[src/rtl/rpw_pkg.sv]
package rpw_pkg;
  typedef enum logic [2:0] {
    ST_IDLE, ST_HDR, ST_RNG, ST_DOP, ST_DET, ST_FTR, ST_ACK
  } wstate_t;

  localparam logic [7:0] HDR_MARK  = 8'hAA;
  localparam logic [7:0] FTR_MARK  = 8'h55;
  localparam logic [2:0] CTL_RESET = 3'b001;
  localparam int EN_RANGE = 0;
  localparam int EN_DOP   = 1;
  localparam int EN_CFAR  = 2;
endpackage

[src/rtl/rpw_sync.sv]
module rpw_sync #(
  parameter int W = 3,
  parameter int STAGES = 2,
  parameter logic [W-1:0] RST_VAL = '0
) (
  input  logic         clk,
  input  logic         rst_n,
  input  logic [W-1:0] d,
  output logic [W-1:0] q
);
  logic [W-1:0] chain [STAGES];

  for (genvar g = 0; g < STAGES; g++) begin : g_stage
    if (g == 0) begin : g_first
      always_ff @(posedge clk or negedge rst_n)
        if (!rst_n) chain[g] <= RST_VAL;
        else        chain[g] <= d;
    end else begin : g_next
      always_ff @(posedge clk or negedge rst_n)
        if (!rst_n) chain[g] <= RST_VAL;
        else        chain[g] <= chain[g-1];
    end
  end

  assign q = chain[STAGES-1];
endmodule

[src/rtl/rpw_pending.sv]
module rpw_pending #(
  parameter int DW = 32
) (
  input  logic          clk,
  input  logic          rst_n,
  input  logic          set_i,
  input  logic [DW-1:0] data_i,
  input  logic          take_i,
  output logic          pend_o,
  output logic [DW-1:0] hold_o
);
  logic pend_nx;

  // a new strobe wins over a take in the same cycle
  always_comb pend_nx = (pend_o & ~take_i) | set_i;

  always_ff @(posedge clk or negedge rst_n)
    if (!rst_n) pend_o <= 1'b0;
    else        pend_o <= pend_nx;

  always_ff @(posedge clk or negedge rst_n)
    if (!rst_n)     hold_o <= '0;
    else if (set_i) hold_o <= data_i;

  // flag is sticky until taken
  a_r5_sticky: assert property (@(posedge clk) disable iff (!rst_n)
    (pend_o && !take_i) |=> pend_o);
  // a strobe always leaves the flag set
  a_r5_set_wins: assert property (@(posedge clk) disable iff (!rst_n)
    set_i |=> pend_o);
  // holding register keeps its value without a strobe
  a_r9_hold_stable: assert property (@(posedge clk) disable iff (!rst_n)
    !set_i |=> $stable(hold_o));
endmodule

[src/rtl/rpw_seq.sv]
module rpw_seq
  import rpw_pkg::*;
#(
  parameter int RANGE_W = 32,
  parameter int DOP_W = 16
) (
  input  logic                 clk,
  input  logic                 rst_n,
  input  logic                 range_valid,
  input  logic [RANGE_W-1:0]   range_data,
  input  logic [2:0]           ctl,
  input  logic                 dop_pend,
  input  logic [2*DOP_W-1:0]   dop_hold,
  input  logic                 cfar_pend,
  input  logic                 cfar_hold,
  input  logic                 txe_n,
  output logic                 dop_take,
  output logic                 cfar_take,
  output logic                 wr_en,
  output logic [7:0]           wr_data
);
  localparam int RNG_BYTES = RANGE_W / 8;
  localparam int DOP_BITS  = 2 * DOP_W;
  localparam int DOP_BYTES = DOP_BITS / 8;
  localparam int MAXB      = (RNG_BYTES > DOP_BYTES) ? RNG_BYTES : DOP_BYTES;
  localparam int IDX_W     = (MAXB > 1) ? $clog2(MAXB) : 1;
  localparam logic [IDX_W-1:0] RNG_LAST = IDX_W'(RNG_BYTES - 1);
  localparam logic [IDX_W-1:0] DOP_LAST = IDX_W'(DOP_BYTES - 1);

  wstate_t            state, st_nx;
  logic [IDX_W-1:0]   idx, idx_nx;
  logic [RANGE_W-1:0] rng_hold;
  logic               ld_rng;
  logic               ready;
  logic [RANGE_W-1:0] rng_sh;
  logic [DOP_BITS-1:0] dop_sh;
  logic [7:0]         byte_sel;

  assign ready  = ~txe_n;
  assign rng_sh = rng_hold << {idx, 3'b000};
  assign dop_sh = dop_hold << {idx, 3'b000};

  always_comb begin
    st_nx     = state;
    idx_nx    = idx;
    ld_rng    = 1'b0;
    wr_en     = 1'b0;
    byte_sel  = 8'h00;
    dop_take  = 1'b0;
    cfar_take = 1'b0;
    unique case (state)
      ST_IDLE: if (range_valid && ctl[EN_RANGE]) begin
        st_nx  = ST_HDR;
        ld_rng = 1'b1;
      end
      ST_HDR: if (ready) begin
        wr_en    = 1'b1;
        byte_sel = HDR_MARK;
        idx_nx   = '0;
        st_nx    = ST_RNG;
      end
      ST_RNG: if (ready) begin
        wr_en    = 1'b1;
        byte_sel = rng_sh[RANGE_W-1 -: 8];
        if (idx == RNG_LAST) begin
          idx_nx = '0;
          st_nx  = (ctl[EN_DOP] && dop_pend) ? ST_DOP : ST_DET;
        end else begin
          idx_nx = idx + IDX_W'(1);
        end
      end
      ST_DOP: if (ready) begin
        wr_en    = 1'b1;
        byte_sel = dop_sh[DOP_BITS-1 -: 8];
        if (idx == DOP_LAST) begin
          idx_nx   = '0;
          dop_take = 1'b1;
          st_nx    = ST_DET;
        end else begin
          idx_nx = idx + IDX_W'(1);
        end
      end
      ST_DET: begin
        if (ctl[EN_CFAR] && cfar_pend) begin
          if (ready) begin
            wr_en     = 1'b1;
            byte_sel  = {7'b0, cfar_hold};
            cfar_take = 1'b1;
            st_nx     = ST_FTR;
          end
        end else begin
          st_nx = ST_FTR;
        end
      end
      ST_FTR: if (ready) begin
        wr_en    = 1'b1;
        byte_sel = FTR_MARK;
        st_nx    = ST_ACK;
      end
      ST_ACK: st_nx = ST_IDLE;
      default: st_nx = ST_IDLE;
    endcase
  end

  assign wr_data = wr_en ? byte_sel : 8'h00;

  always_ff @(posedge clk or negedge rst_n)
    if (!rst_n) begin
      state <= ST_IDLE;
      idx   <= '0;
    end else begin
      state <= st_nx;
      idx   <= idx_nx;
    end

  always_ff @(posedge clk or negedge rst_n)
    if (!rst_n)      rng_hold <= '0;
    else if (ld_rng) rng_hold <= range_data;

  // idle is left only on an enabled range strobe
  a_r3_idle_needs_range: assert property (@(posedge clk) disable iff (!rst_n)
    (state == ST_IDLE && !(range_valid && ctl[EN_RANGE])) |=> state == ST_IDLE);
  // the gap after the footer lasts exactly one cycle
  a_r4_ack_one_cycle: assert property (@(posedge clk) disable iff (!rst_n)
    state == ST_ACK |=> state == ST_IDLE);
  // a stalled writing step holds its position
  a_r7_stall_holds: assert property (@(posedge clk) disable iff (!rst_n)
    (txe_n && state inside {ST_HDR, ST_RNG, ST_DOP, ST_FTR}) |=> ($stable(state) && $stable(idx)));
  // no write while the FIFO is not ready
  a_r7_no_write_busy: assert property (@(posedge clk) disable iff (!rst_n)
    txe_n |-> !wr_en);
  // doppler section entered only with the flag and the enable present
  a_r5_dop_gated: assert property (@(posedge clk) disable iff (!rst_n)
    (state == ST_DOP && $past(state) == ST_RNG) |-> $past(dop_pend && ctl[EN_DOP]));
  // the captured range sample is frozen during a packet
  a_r8_range_frozen: assert property (@(posedge clk) disable iff (!rst_n)
    state != ST_IDLE |=> $stable(rng_hold));
endmodule

[src/rtl/radar_pkt_writer.sv]
module radar_pkt_writer
  import rpw_pkg::*;
(
  input  logic        clk,
  input  logic        rst_n,
  input  logic        range_valid,
  input  logic [31:0] range_data,
  input  logic        dop_valid,
  input  logic [15:0] dop_re,
  input  logic [15:0] dop_im,
  input  logic        cfar_valid,
  input  logic        cfar_hit,
  input  logic [2:0]  stream_ctl,
  input  logic        txe_n,
  output logic [7:0]  wr_data,
  output logic        wr_be,
  output logic        wr_en
);
  localparam int RANGE_W = 32;
  localparam int DOP_W   = 16;
  localparam int SYNC_N  = 2;

  logic [2:0]         ctl_s;
  logic               dop_pend, dop_take;
  logic [2*DOP_W-1:0] dop_hold;
  logic               cfar_pend, cfar_take;
  logic [0:0]         cfar_hold;

  rpw_sync #(.W(3), .STAGES(SYNC_N), .RST_VAL(CTL_RESET)) u_sync (
    .clk(clk), .rst_n(rst_n), .d(stream_ctl), .q(ctl_s)
  );

  rpw_pending #(.DW(2*DOP_W)) u_dop (
    .clk(clk), .rst_n(rst_n), .set_i(dop_valid), .data_i({dop_re, dop_im}),
    .take_i(dop_take), .pend_o(dop_pend), .hold_o(dop_hold)
  );

  rpw_pending #(.DW(1)) u_cfar (
    .clk(clk), .rst_n(rst_n), .set_i(cfar_valid), .data_i(cfar_hit),
    .take_i(cfar_take), .pend_o(cfar_pend), .hold_o(cfar_hold)
  );

  rpw_seq #(.RANGE_W(RANGE_W), .DOP_W(DOP_W)) u_seq (
    .clk(clk), .rst_n(rst_n), .range_valid(range_valid), .range_data(range_data),
    .ctl(ctl_s), .dop_pend(dop_pend), .dop_hold(dop_hold),
    .cfar_pend(cfar_pend), .cfar_hold(cfar_hold[0]), .txe_n(txe_n),
    .dop_take(dop_take), .cfar_take(cfar_take), .wr_en(wr_en), .wr_data(wr_data)
  );

  assign wr_be = wr_en;

  // nothing is written while reset is held
  a_r1_quiet_in_reset: assert property (@(posedge clk) !rst_n |-> !wr_en);
endmodule

[config.mk]
export PLATFORM = sky130hd
export DESIGN_NAME = radar_pkt_writer
export DESIGN_NICKNAME = d
export VERILOG_FILES = /design/src/rtl/rpw_pkg.sv /design/src/rtl/rpw_sync.sv /design/src/rtl/rpw_pending.sv /design/src/rtl/rpw_seq.sv /design/src/rtl/radar_pkt_writer.sv
export SDC_FILE = /design/constraint.sdc
export NUM_CORES = 1
export LEC_CHECK = 0
export ABC_AREA = 1
export BUFFER_PORTS_ARGS = -buffer_cell sky130_fd_sc_hd__buf_2
export CAP_MARGIN = 25
export CORE_UTILIZATION = 50
export DETAILED_ROUTE_END_ITERATION = 10
export PLACE_DENSITY = 0.86
export SLEW_MARGIN = 5
export SYNTH_ARGS = -nofsm -noshare
export SYNTH_HDL_FRONTEND = slang
export SYNTH_HIERARCHICAL = 1
export SYNTH_SLANG_ARGS = --single-unit
[constraint.sdc]
create_clock -name clk -period 3.6 [get_ports clk]
set_input_delay 0.72 -clock clk [delete_from_list [all_inputs] [get_ports clk]]
set_output_delay 0.72 -clock clk [all_outputs]
set_load 0.05 [all_outputs]
Word-level counts from Yosys, hierarchy flattened:

Index checks and enable logic that the tools add are counted.

* input port bits: 74
* output and inout port bits: 10
* register bits after elaboration: 78

* reductions and logical operators: 9
* multiplexer cells: 32
* shift-type cells: 2
* bitwise gates (word level): 6
* add/sub/neg operators: 1
* eq/ne operators: 15

Operators by type and width (number)
* << shifter 32 x 5 -> 32 bit: 2
* two-way mux 8 bit: 5
* case mux 8 bit (5 select lines): 1
* two-way mux 3 bit: 10
* case mux 3 bit (6 select lines): 1
* inequality test 2 bit, second input constant: 5
* two-way mux 1 bit: 9
* AND reduction 8 bit: 1
* two-way mux 7 bit: 1
* equality test 3 x 2 -> 1 bit, second input constant: 2
* equality test 3 bit, second input constant: 2
* two-way mux 2 bit: 3
* inequality test 2 x 1 -> 1 bit, second input constant: 3
* case mux 2 bit (2 select lines): 1
* OR reduction 4 bit: 1
* equality test 3 x 1 -> 1 bit, second input constant: 1
* logical AND 1 bit: 3
* zero test 3 bit: 1
* inequality test 3 bit, second input constant: 1
* AND reduction 3 bit: 1
* adder 2 x 1 -> 2 bit, second input constant: 1
* bitwise AND 1 bit: 2
* equality test 2 bit, second input constant: 1
* NOT 1 bit: 2
* 4 further kinds: 5

Longest topological paths before layout:

Gate-level depths: netlist (run 1).

* depth after elaboration: 7
* mapped depth: 10
* mapped depth without buffers: 8

Cells and area by module:

The synthesis (run 1) kept the hierarchy.

By module, submodules not included
* rpw_seq: cells each 384, area each 2481.1 µm², instances 1, sequential area each 925.9 µm²
* rpw_pending (u_dop): cells each 140, area each 1326.3 µm², instances 1, sequential area each 825.8 µm²
* rpw_sync: cells each 9, area each 175.2 µm², instances 1, sequential area each 152.6 µm²
* rpw_pending (u_cfar): cells each 9, area each 76.3 µm², instances 1, sequential area each 50.0 µm²
* radar_pkt_writer: cells each 1, area each 7.5 µm², instances 1, sequential area each 0.0 µm²

Worst setup path before layout (run 1):

Ideal clock, no wire load.

* path type: register to output
* start: register u_seq.state[1]
* end: output port wr_data[0]
* slack: 1352 ps
* cell stages (with the launch flop): 8
* data arrival time: 1528 ps
* cell sequence: dfrtp_1 -> inv_1 -> ha_1 -> nand2_2 -> inv_1 -> nor2_4 -> nand2_1 -> inv_1

* longest elaborated chain between the ends: 4
* elaborated cells between the ends (all ways): 9

RTL lines
* start, declared: line rpw_seq.sv:30 `wstate_t state, st_nx;`
* start signal, assigned: line rpw_seq.sv:112 `state <= st_nx;`
* equality test 3 x 1 -> 1 bit (tied with other cells): line rpw_seq.sv:51 `unique case (state)`
* OR reduction 4 bit (no source line)
* case mux 1 bit (2 select lines): line rpw_seq.sv:51
* two-way mux 8 bit *: line rpw_seq.sv:105 `assign wr_data = wr_en ? byte_sel : 8'h00;`
* end, declared: line radar_pkt_writer.sv:15 `output logic [7:0] wr_data,`

Every way passes the cells marked *; elsewhere a longest branch is shown, timed or not.

Worst setup path after layout (run 1):

* start: register u_seq.idx[1]
* end: output port wr_data[3]

* longest elaborated chain between the ends: 4
* elaborated cells between the ends (all ways): 6

RTL lines
* start, declared: line rpw_seq.sv:31 `logic [IDX_W-1:0] idx, idx_nx;`
* start signal, assigned: line rpw_seq.sv:113 `idx <= idx_nx;`
* << shifter 32 x 5 -> 32 bit, on equally long branches: line rpw_seq.sv:41, rpw_seq.sv:40
* two-way mux 8 bit, on equally long branches: line rpw_seq.sv:72, rpw_seq.sv:62
* case mux 8 bit (5 select lines) *: line rpw_seq.sv:51
* two-way mux 8 bit *: line rpw_seq.sv:105

Marked as above.

==> metrics.cfg, run 1 <==
[clock_tree]
clkTransAtPathRegs_ns = 0.08
postCtsSetupRepairBufs = 0
cts_resized = 0
cts_tree = yes
cts_root_buf = clkbuf_8
cts.path.max_buffers = 2
cts_made_buffers = 9
clock_latency_ns = 0.34
cts_sinks = 78
cts_max_level = 3
hold_buffers = 0

[finish]
multiInputGateArea_um2 = 1600
drive_gt1_frac = 0.209
area_growth_pct = 13.5
n_antenna_cell = 0
nFillCells = 736
final_core_util = 0.591
nets = 690
regArea_um2 = 1950

[timing]
tightest_slew_ns = 0.745
slew_violations = 0
fin_crit_ns = 2.80
max_freq_mhz = 357
period_share = 0.778
skew_ns = 0.00517
hold_viol = 0
setup_viol_count_final = 0
slew_headroom = 0.502
fin_tns_setup_ns = 0
rsz0062_at_grt = no

[drt]
viasPerCell = 4.85
wire_per_inst_um = 12.1
first_pass_iters = 4
wirelength_um = 8700
dr.first_iter.drc_count = 108
drc_errors = 0
vias = 3487
antenna_left = 0

[yosys]
yosysMostFrequentCell = nand2_1
synth.top_cell.area_share = 0.468
ys.flop_type = dfrtp_1
syn_inst = 543
synth_top_area_cell = dfrtp_1
syn_avg_cell_area_um2 = 7.49
ys_seq_elements = 78
synth.distinct_cells = 26
ys_seq_area_frac = 0.481
synth_edf_count = 0
synth_warnings = 6
ys_top_cells_by_area = dfrtp_1, nand2_1, inv_1
async_flop_share = 1.00
syn_nets = 621
yosys-top-cells-count = nand2_1, dfrtp_1, inv_1
synthesis.area_um2 = 4070

[status]
run_status = finished clean

[setup_path]
arrival_ns = 2.08
reg2reg_to = u_seq/rng_hold[22]$_DFFE_PN0P_
cp-end-kind = primary output
crit-reg2reg-launch = u_seq/state[1]$_DFFE_PN0P_
worstPathBufferInverterCount = 3
cp-startpoint = u_seq/idx[1]$_DFFE_PN0P_
r2r_slack_ns = 1.69
worst_ep_required_time_ns = 2.88
start_kind = register
worst-r2r-cell-count = 4
crit_top_cell = nand3_1
crit_family = flip-flops
crit_end = wr_data[3]
crit_fanout = 18
crit_chain = inv_2, nand3_1, nand3_1, nand3_1, nand2_1, inv_1, buf_2
path_class = register to primary output
crit_slowest_cell = dfrtp_1
worst-path-stages = 7
critPathMaxStageDelay_ns = 0.74

[power]
peakVddDrop_v = 0.000303
pwr-share-comb = 0.388
p_leak_nw = 2.66
pwr-share-clk = 0.195
p_switching_w = 0.00126
p_per_area_nw_per_um2 = 650
switching_share = 0.421
seq_power_share = 0.417
p_int_w = 0.00174

[floorplan]
core_area_um2 = 7810
dieArea_um2 = 8500
num_rows = 32
die_y_um = 92.2
ios = 84
initial_core_util = 0.521
fp.dieW_um = 92.2

[placed_design]
io_buffer_count = 83
dpl.hpwl_um = 6530
gp_congestion = 0.864

[global_route]
track_usage = 0.226
met1_usage = 0.291
grt_max_degree = 79
grt-ovfl-total = 0
grt_pass1_vias = 3507
use_met2 = 0.384
grt_antenna_before_repair = 0
grt_busiest_layer = met2
grt_pass1_wl_um = 15200
met3_usage = 0.0332

[run]
drv_cap = 0

[hold_path]
hold_class = input port to asynchronous set/reset pin

sequential cells by signal (all words and copies together), names as in the netlist:
register        cells
u_cfar/hold_o       1
u_cfar/pend_o       1
u_dop/hold_o       32
u_dop/pend_o        1
u_seq/idx           2
u_seq/rng_hold     32
u_seq/state         3
u_sync/chain        3
u_sync/q            3
power groups by stage:
stage	sequential (W)	combinational, W	clock, W
2_1_floorplan	0.00121	0.000954	0
3_3_place_gp	0.00126	0.00113	0
3_5_place_dp	0.00127	0.00116	0
4_1_cts	0.00125	0.00116	0.000605
5_1_grt	0.00128	0.00133	0.000647
6_report	0.00125	0.00116	0.000584
cell type report:
| cell class | count | area share |
|---|---|---|
| clock buffers | 9 | 0.0268 |
| clock inverters | 7 | 0.0122 |
| inverters | 79 | 0.0664 |
| multi-input cells | 359 | 0.346 |
| flip-flops and latches | 78 | 0.423 |
| well taps | 102 | 0.0276 |
| repair buffers | 85 | 0.0981 |
per-layer routing:
layer / vias to the layer above / wire (um)
met5: - / 0
met1: 1600 / 3840
met3: 16 / 354
met2: 92 / 4300
met4: 0 / 195
li1: 1779 / -
worst min-delay path by stage:
stage                                endpoint                      start  slack [ns]  cells past startpoint
6_report       u_seq/rng_hold[23]$_DFFE_PN0P_                      rst_n        0.30                      1
3_3_place_gp            u_sync/q[2]$_DFF_PN0_  u_sync/chain[5]$_DFF_PN0_        0.33                      0
2_1_floorplan           u_sync/q[1]$_DFF_PN0_  u_sync/chain[4]$_DFF_PN0_        0.33                      0
4_1_cts                 u_sync/q[1]$_DFF_PN0_  u_sync/chain[4]$_DFF_PN0_        0.36                      0
5_1_grt             u_cfar/hold_o$_DFFE_PN0P_                      rst_n        0.31                      1
3_5_place_dp            u_sync/q[1]$_DFF_PN0_  u_sync/chain[4]$_DFF_PN0_        0.34                      0
stage by stage:
stage / setup WS, ns / hold slack, ns / total power, W / instances / area (um2)
floorplan: 1.35 / 0.331 / 0.00217 / 543 / 4070
global placement: 1.14 / 0.334 / 0.00239 / 702 / 4410
detailed placement: 1.11 / 0.336 / 0.00243 / 702 / 4410
CTS: 0.791 / 0.357 / 0.00302 / 718 / 4590
global route: 0.604 / 0.313 / 0.00326 / 719 / 4620
finish: 0.798 / 0.301 / 0.00300 / 719 / 4620
cell usage in the layout (no fill, tap or decap), types with 4 or more instances in the layout:
master and instances:
ha_1 4, clkinvlp_4 4, buf_2 82, clkbuf_8 9, nor2_1 21, nand2_1 217
inv_1 74, o21ai_0 20, nand2_2 14, a21oi_1 19, dfrtp_1 76, nand3_1 55
logic make-up after synthesis:
| kind of cell | Yosys count | synth area share |
|---|---|---|
| adder cells (fa/ha/maj) | 4 | 0.0123 |
| AND/OR/NAND/NOR | 316 | 0.332 |
| flip-flops | 78 | 0.481 |
| AO/OA/AOI/OAI | 39 | 0.0480 |
| buffers and inverters | 106 | 0.127 |
No activity file was read; power rests on OpenSTA's default activity.
==> run 2, diff against run 1 <==
--- a/config.mk
+++ b/config.mk
@@ -5,12 +5,12 @@
 export SDC_FILE = /design/constraint.sdc
 export NUM_CORES = 1
 export LEC_CHECK = 0
-export ABC_AREA = 1
+export ABC_AREA = 0
 export BUFFER_PORTS_ARGS = -buffer_cell sky130_fd_sc_hd__buf_2
 export CAP_MARGIN = 25
-export CORE_UTILIZATION = 50
+export CORE_UTILIZATION = 49
 export DETAILED_ROUTE_END_ITERATION = 10
-export PLACE_DENSITY = 0.86
+export PLACE_DENSITY = 0.88
 export SLEW_MARGIN = 5
 export SYNTH_ARGS = -nofsm -noshare
 export SYNTH_HDL_FRONTEND = slang
==> constraint.sdc (replaced) <==
create_clock -name clk -period 2.5 [get_ports clk]
set_input_delay 0.5 -clock clk [delete_from_list [all_inputs] [get_ports clk]]
set_output_delay 0.5 -clock clk [all_outputs]
set_load 0.05 [all_outputs]
==> metrics.cfg, run 2 <==
[yosys]
yosysMostFrequentCell = dfrtp_1
synthMuxAreaShare = 0.305  ; +0.305
synthesis.area_um2 = 3920  ; -3.6%
ys_seq_elements = 78  ; unchanged
async_flop_share = 1.00  ; unchanged
synth_fa_ha_area_frac = 0.0128  ; +0.000464
syn_avg_cell_area_um2 = 14.4  ; +92%
ys.flop_type = dfrtp_1
synth_edf_count = 0  ; unchanged
ys_seq_area_frac = 0.499  ; +0.0181
synth.top_cell.area_share = 0.485  ; +0.0176
synth.distinct_cells = 48  ; +85%
synth_compound_area_frac = 0.0648  ; +0.0168
syn_inst = 272  ; -50%
synth-simple-area-share = 0.0600  ; -0.272
yosys-top-cells-count = dfrtp_1, mux2_2, mux2_4
syn_nets = 350  ; -44%
ys_top_cells_by_area = dfrtp_1, mux2_4, mux2_2
synth_top_family_by_area = multiplexers
synth_top_area_cell = dfrtp_1
synth_warnings = 6  ; unchanged
synth-xor-area-share = 0  ; unchanged

[floorplan]
core_area_um2 = 7730  ; -1.0%
ios = 84  ; unchanged
dieArea_um2 = 8360  ; -1.6%
num_rows = 32  ; unchanged
die_y_um = 91.4  ; -0.81%
initial_core_util = 0.507  ; -0.0137
fp.dieW_um = 91.4  ; -0.81%

[setup_path]
reg2reg_to = u_seq/rng_hold[13]$_DFFE_PN0P_
worst-path-stages = 6  ; -1
arrival_ns = 1.99  ; -0.09 ns
path_class = register to primary output
cp-end-kind = primary output
start_kind = register
worstPathBufferInverterCount = 3  ; unchanged
worst_ep_required_time_ns = 2.00  ; -0.88 ns
crit_fanout = 4  ; -14
crit_slowest_cell = dfrtp_1
critPathMaxStageDelay_ns = 0.42  ; -0.32 ns
crit_chain = inv_2, ha_4, a2111oi_4, buf_4, o221a_4, buf_8
crit-reg2reg-launch = u_seq/state[1]$_DFFE_PN0P_
crit_family = compound AO/OA/AOI/OAI gates
worst-r2r-cell-count = 5  ; +1
r2r_slack_ns = 0.59  ; -1.10 ns

[drt]
wire_per_inst_um = 17.5  ; +45%
antenna_left = 0  ; unchanged
viasPerCell = 5.49  ; +13%
dr.first_iter.drc_count = 120  ; +11%
drc_errors = 0  ; unchanged
first_pass_iters = 4  ; unchanged
wirelength_um = 8390  ; -3.5%
vias = 2636  ; -24%

[placed_design]
io_buffer_count = 83  ; unchanged
pre_cts_slack_ns = 0.0763  ; -1.04 ns
place_area_um2 = 4370  ; -0.85%
gp_congestion = 0.820  ; -5.0%
dpl.hpwl_um = 5670  ; -13%
place_inst = 447  ; -36%

[timing]
setup_viol_count_final = 0  ; unchanged
slew_violations = 0  ; unchanged
hold_viol = 0  ; unchanged
period_share = 0.994
setup_ws_ns = 0.0138  ; -0.784 ns
max_freq_mhz = 402
fin_crit_ns = 2.49
rsz0062_at_grt = yes
skew_ns = 0.00696  ; +0.00179 ns
slew_headroom = 0.709  ; +0.206
tightest_slew_ns = 0.437  ; -0.308 ns

[clock_tree]
cts_sinks = 78  ; unchanged
hold_buffers = 0  ; unchanged
cts_tree = yes
cts_made_buffers = 9  ; unchanged
clock_latency_ns = 0.35  ; about the same
clkTransAtPathRegs_ns = 0.09  ; about the same
cts_root_buf = clkbuf_8
cts.path.max_buffers = 2  ; unchanged
cts_max_level = 3  ; unchanged

[finish]
mostFrequentLayoutCells = buf_2, dfrtp_1, mux2_2, mux2_4, buf_4
finalNonFillerCells = 480  ; -33%
drive_gt1_frac = 0.616  ; +0.407
n_antenna_cell = 0  ; unchanged
area_growth_pct = 27.6
reg_top3 = u_dop/hold_o: 32 flops, u_seq/rng_hold: 32 flops
nets = 451  ; -35%
post-route-cell-area_um2 = 5000  ; +8.3%
final_common_cell = buf_2

[global_route]
grt_max_degree = 79  ; unchanged
grt-ovfl-total = 0  ; unchanged
grt_antenna_before_repair = 0  ; unchanged
grt_pass1_vias = 2664  ; -24%
grt_pass1_wl_um = 13400  ; -12%
track_usage = 0.210  ; -0.0162

[status]
run_status = finished clean

[power]
p_per_area_nw_per_um2 = 1130  ; +74%
p_leak_nw = 2.25  ; -16%
peakVddDrop_v = 0.000555  ; +83%

[run]
drv_cap = 0  ; unchanged

[hold_path]
hold_class = input port to asynchronous set/reset pin

==> run 2: what timing repair did <==
action / in CTS / in global routing
buffers inserted: 4 / 11
pin swaps: 3 / 5
gates cloned: 0 / 1
gates resized for setup: 25 / 26
endpoints found under the setup margin: 8 / 8
==> run 2: stage by stage <==
stage | power, W | hold slack (ns) | util | TNS (ns)
after floorplan | 0.00349 | 0.204 | - | -0.409
after global placement | 0.00389 | 0.337 | 0.566 | 0
after detailed placement | 0.00398 | 0.339 | 0.566 | 0
after CTS | 0.00528 | 0.223 | 0.613 | -0.00600
after global routing | 0.00595 | 0.0800 | 0.647 | -0.295
final | 0.00565 | 0.0738 | 0.647 | 0
==> run 2: final cells by class <==
cell class / count / area, um2
inverter: 5 / 18.8
timing repair buffer: 111 / 768
clock buffer: 10 / 138
fill: 544 / 2730
clock inverter: 6 / 92.6
tap: 102 / 128
sequential: 78 / 1960
multi-input combinational: 168 / 1900
==> run 2: cell families after synthesis <==
| group | count (synthesis) |
|---|---|
| simple gates | 42 |
| compound gates | 32 |
| fa+ha+maj | 4 |
| buf+inv | 26 |
| mux | 90 |
| flops | 78 |
==> run 2: worst register-to-register path, cell delays in order (launching register included) <==
cell     delay, ns
dfrtp_1       0.42
buf_12        0.16
buf_4         0.14
nor4_4        0.23
buf_4         0.43
mux2_2        0.41
==> run 2: how the worst max path moves through the flow <==
stage | startpoint | endpoint
finish | u_seq/state[1]$_DFFE_PN0P_ | wr_data[7]
global placement | u_seq/state[1]$_DFFE_PN0P_ | wr_data[0]
detailed placement | u_seq/state[1]$_DFFE_PN0P_ | wr_data[4]
global route | u_seq/state[1]$_DFFE_PN0P_ | wr_data[0]
CTS | u_seq/state[1]$_DFFE_PN0P_ | wr_data[2]
floorplan | u_seq/state[1]$_DFFE_PN0P_ | wr_data[0]
==> run 2: power breakdown <==
group	internal, W	total (W)	leakage [nW]	switching [W]
Clock	0.000596	0.00108	0.110	0.000479
Combinational	0.00141	0.00273	1.23	0.00131
Sequential	0.00163	0.00185	0.914	0.000224
Total	0.00364	0.00565	2.25	0.00202
==> run 2: layer usage <==
metal / vias to the layer above / track usage / wire (um)
met5: - / 0 / 0
met4: 0 / 0.0807 / 166
met3: 14 / 0.0578 / 412
met2: 80 / 0.321 / 4190
met1: 1338 / 0.285 / 3620
li1: 1204 / - / -
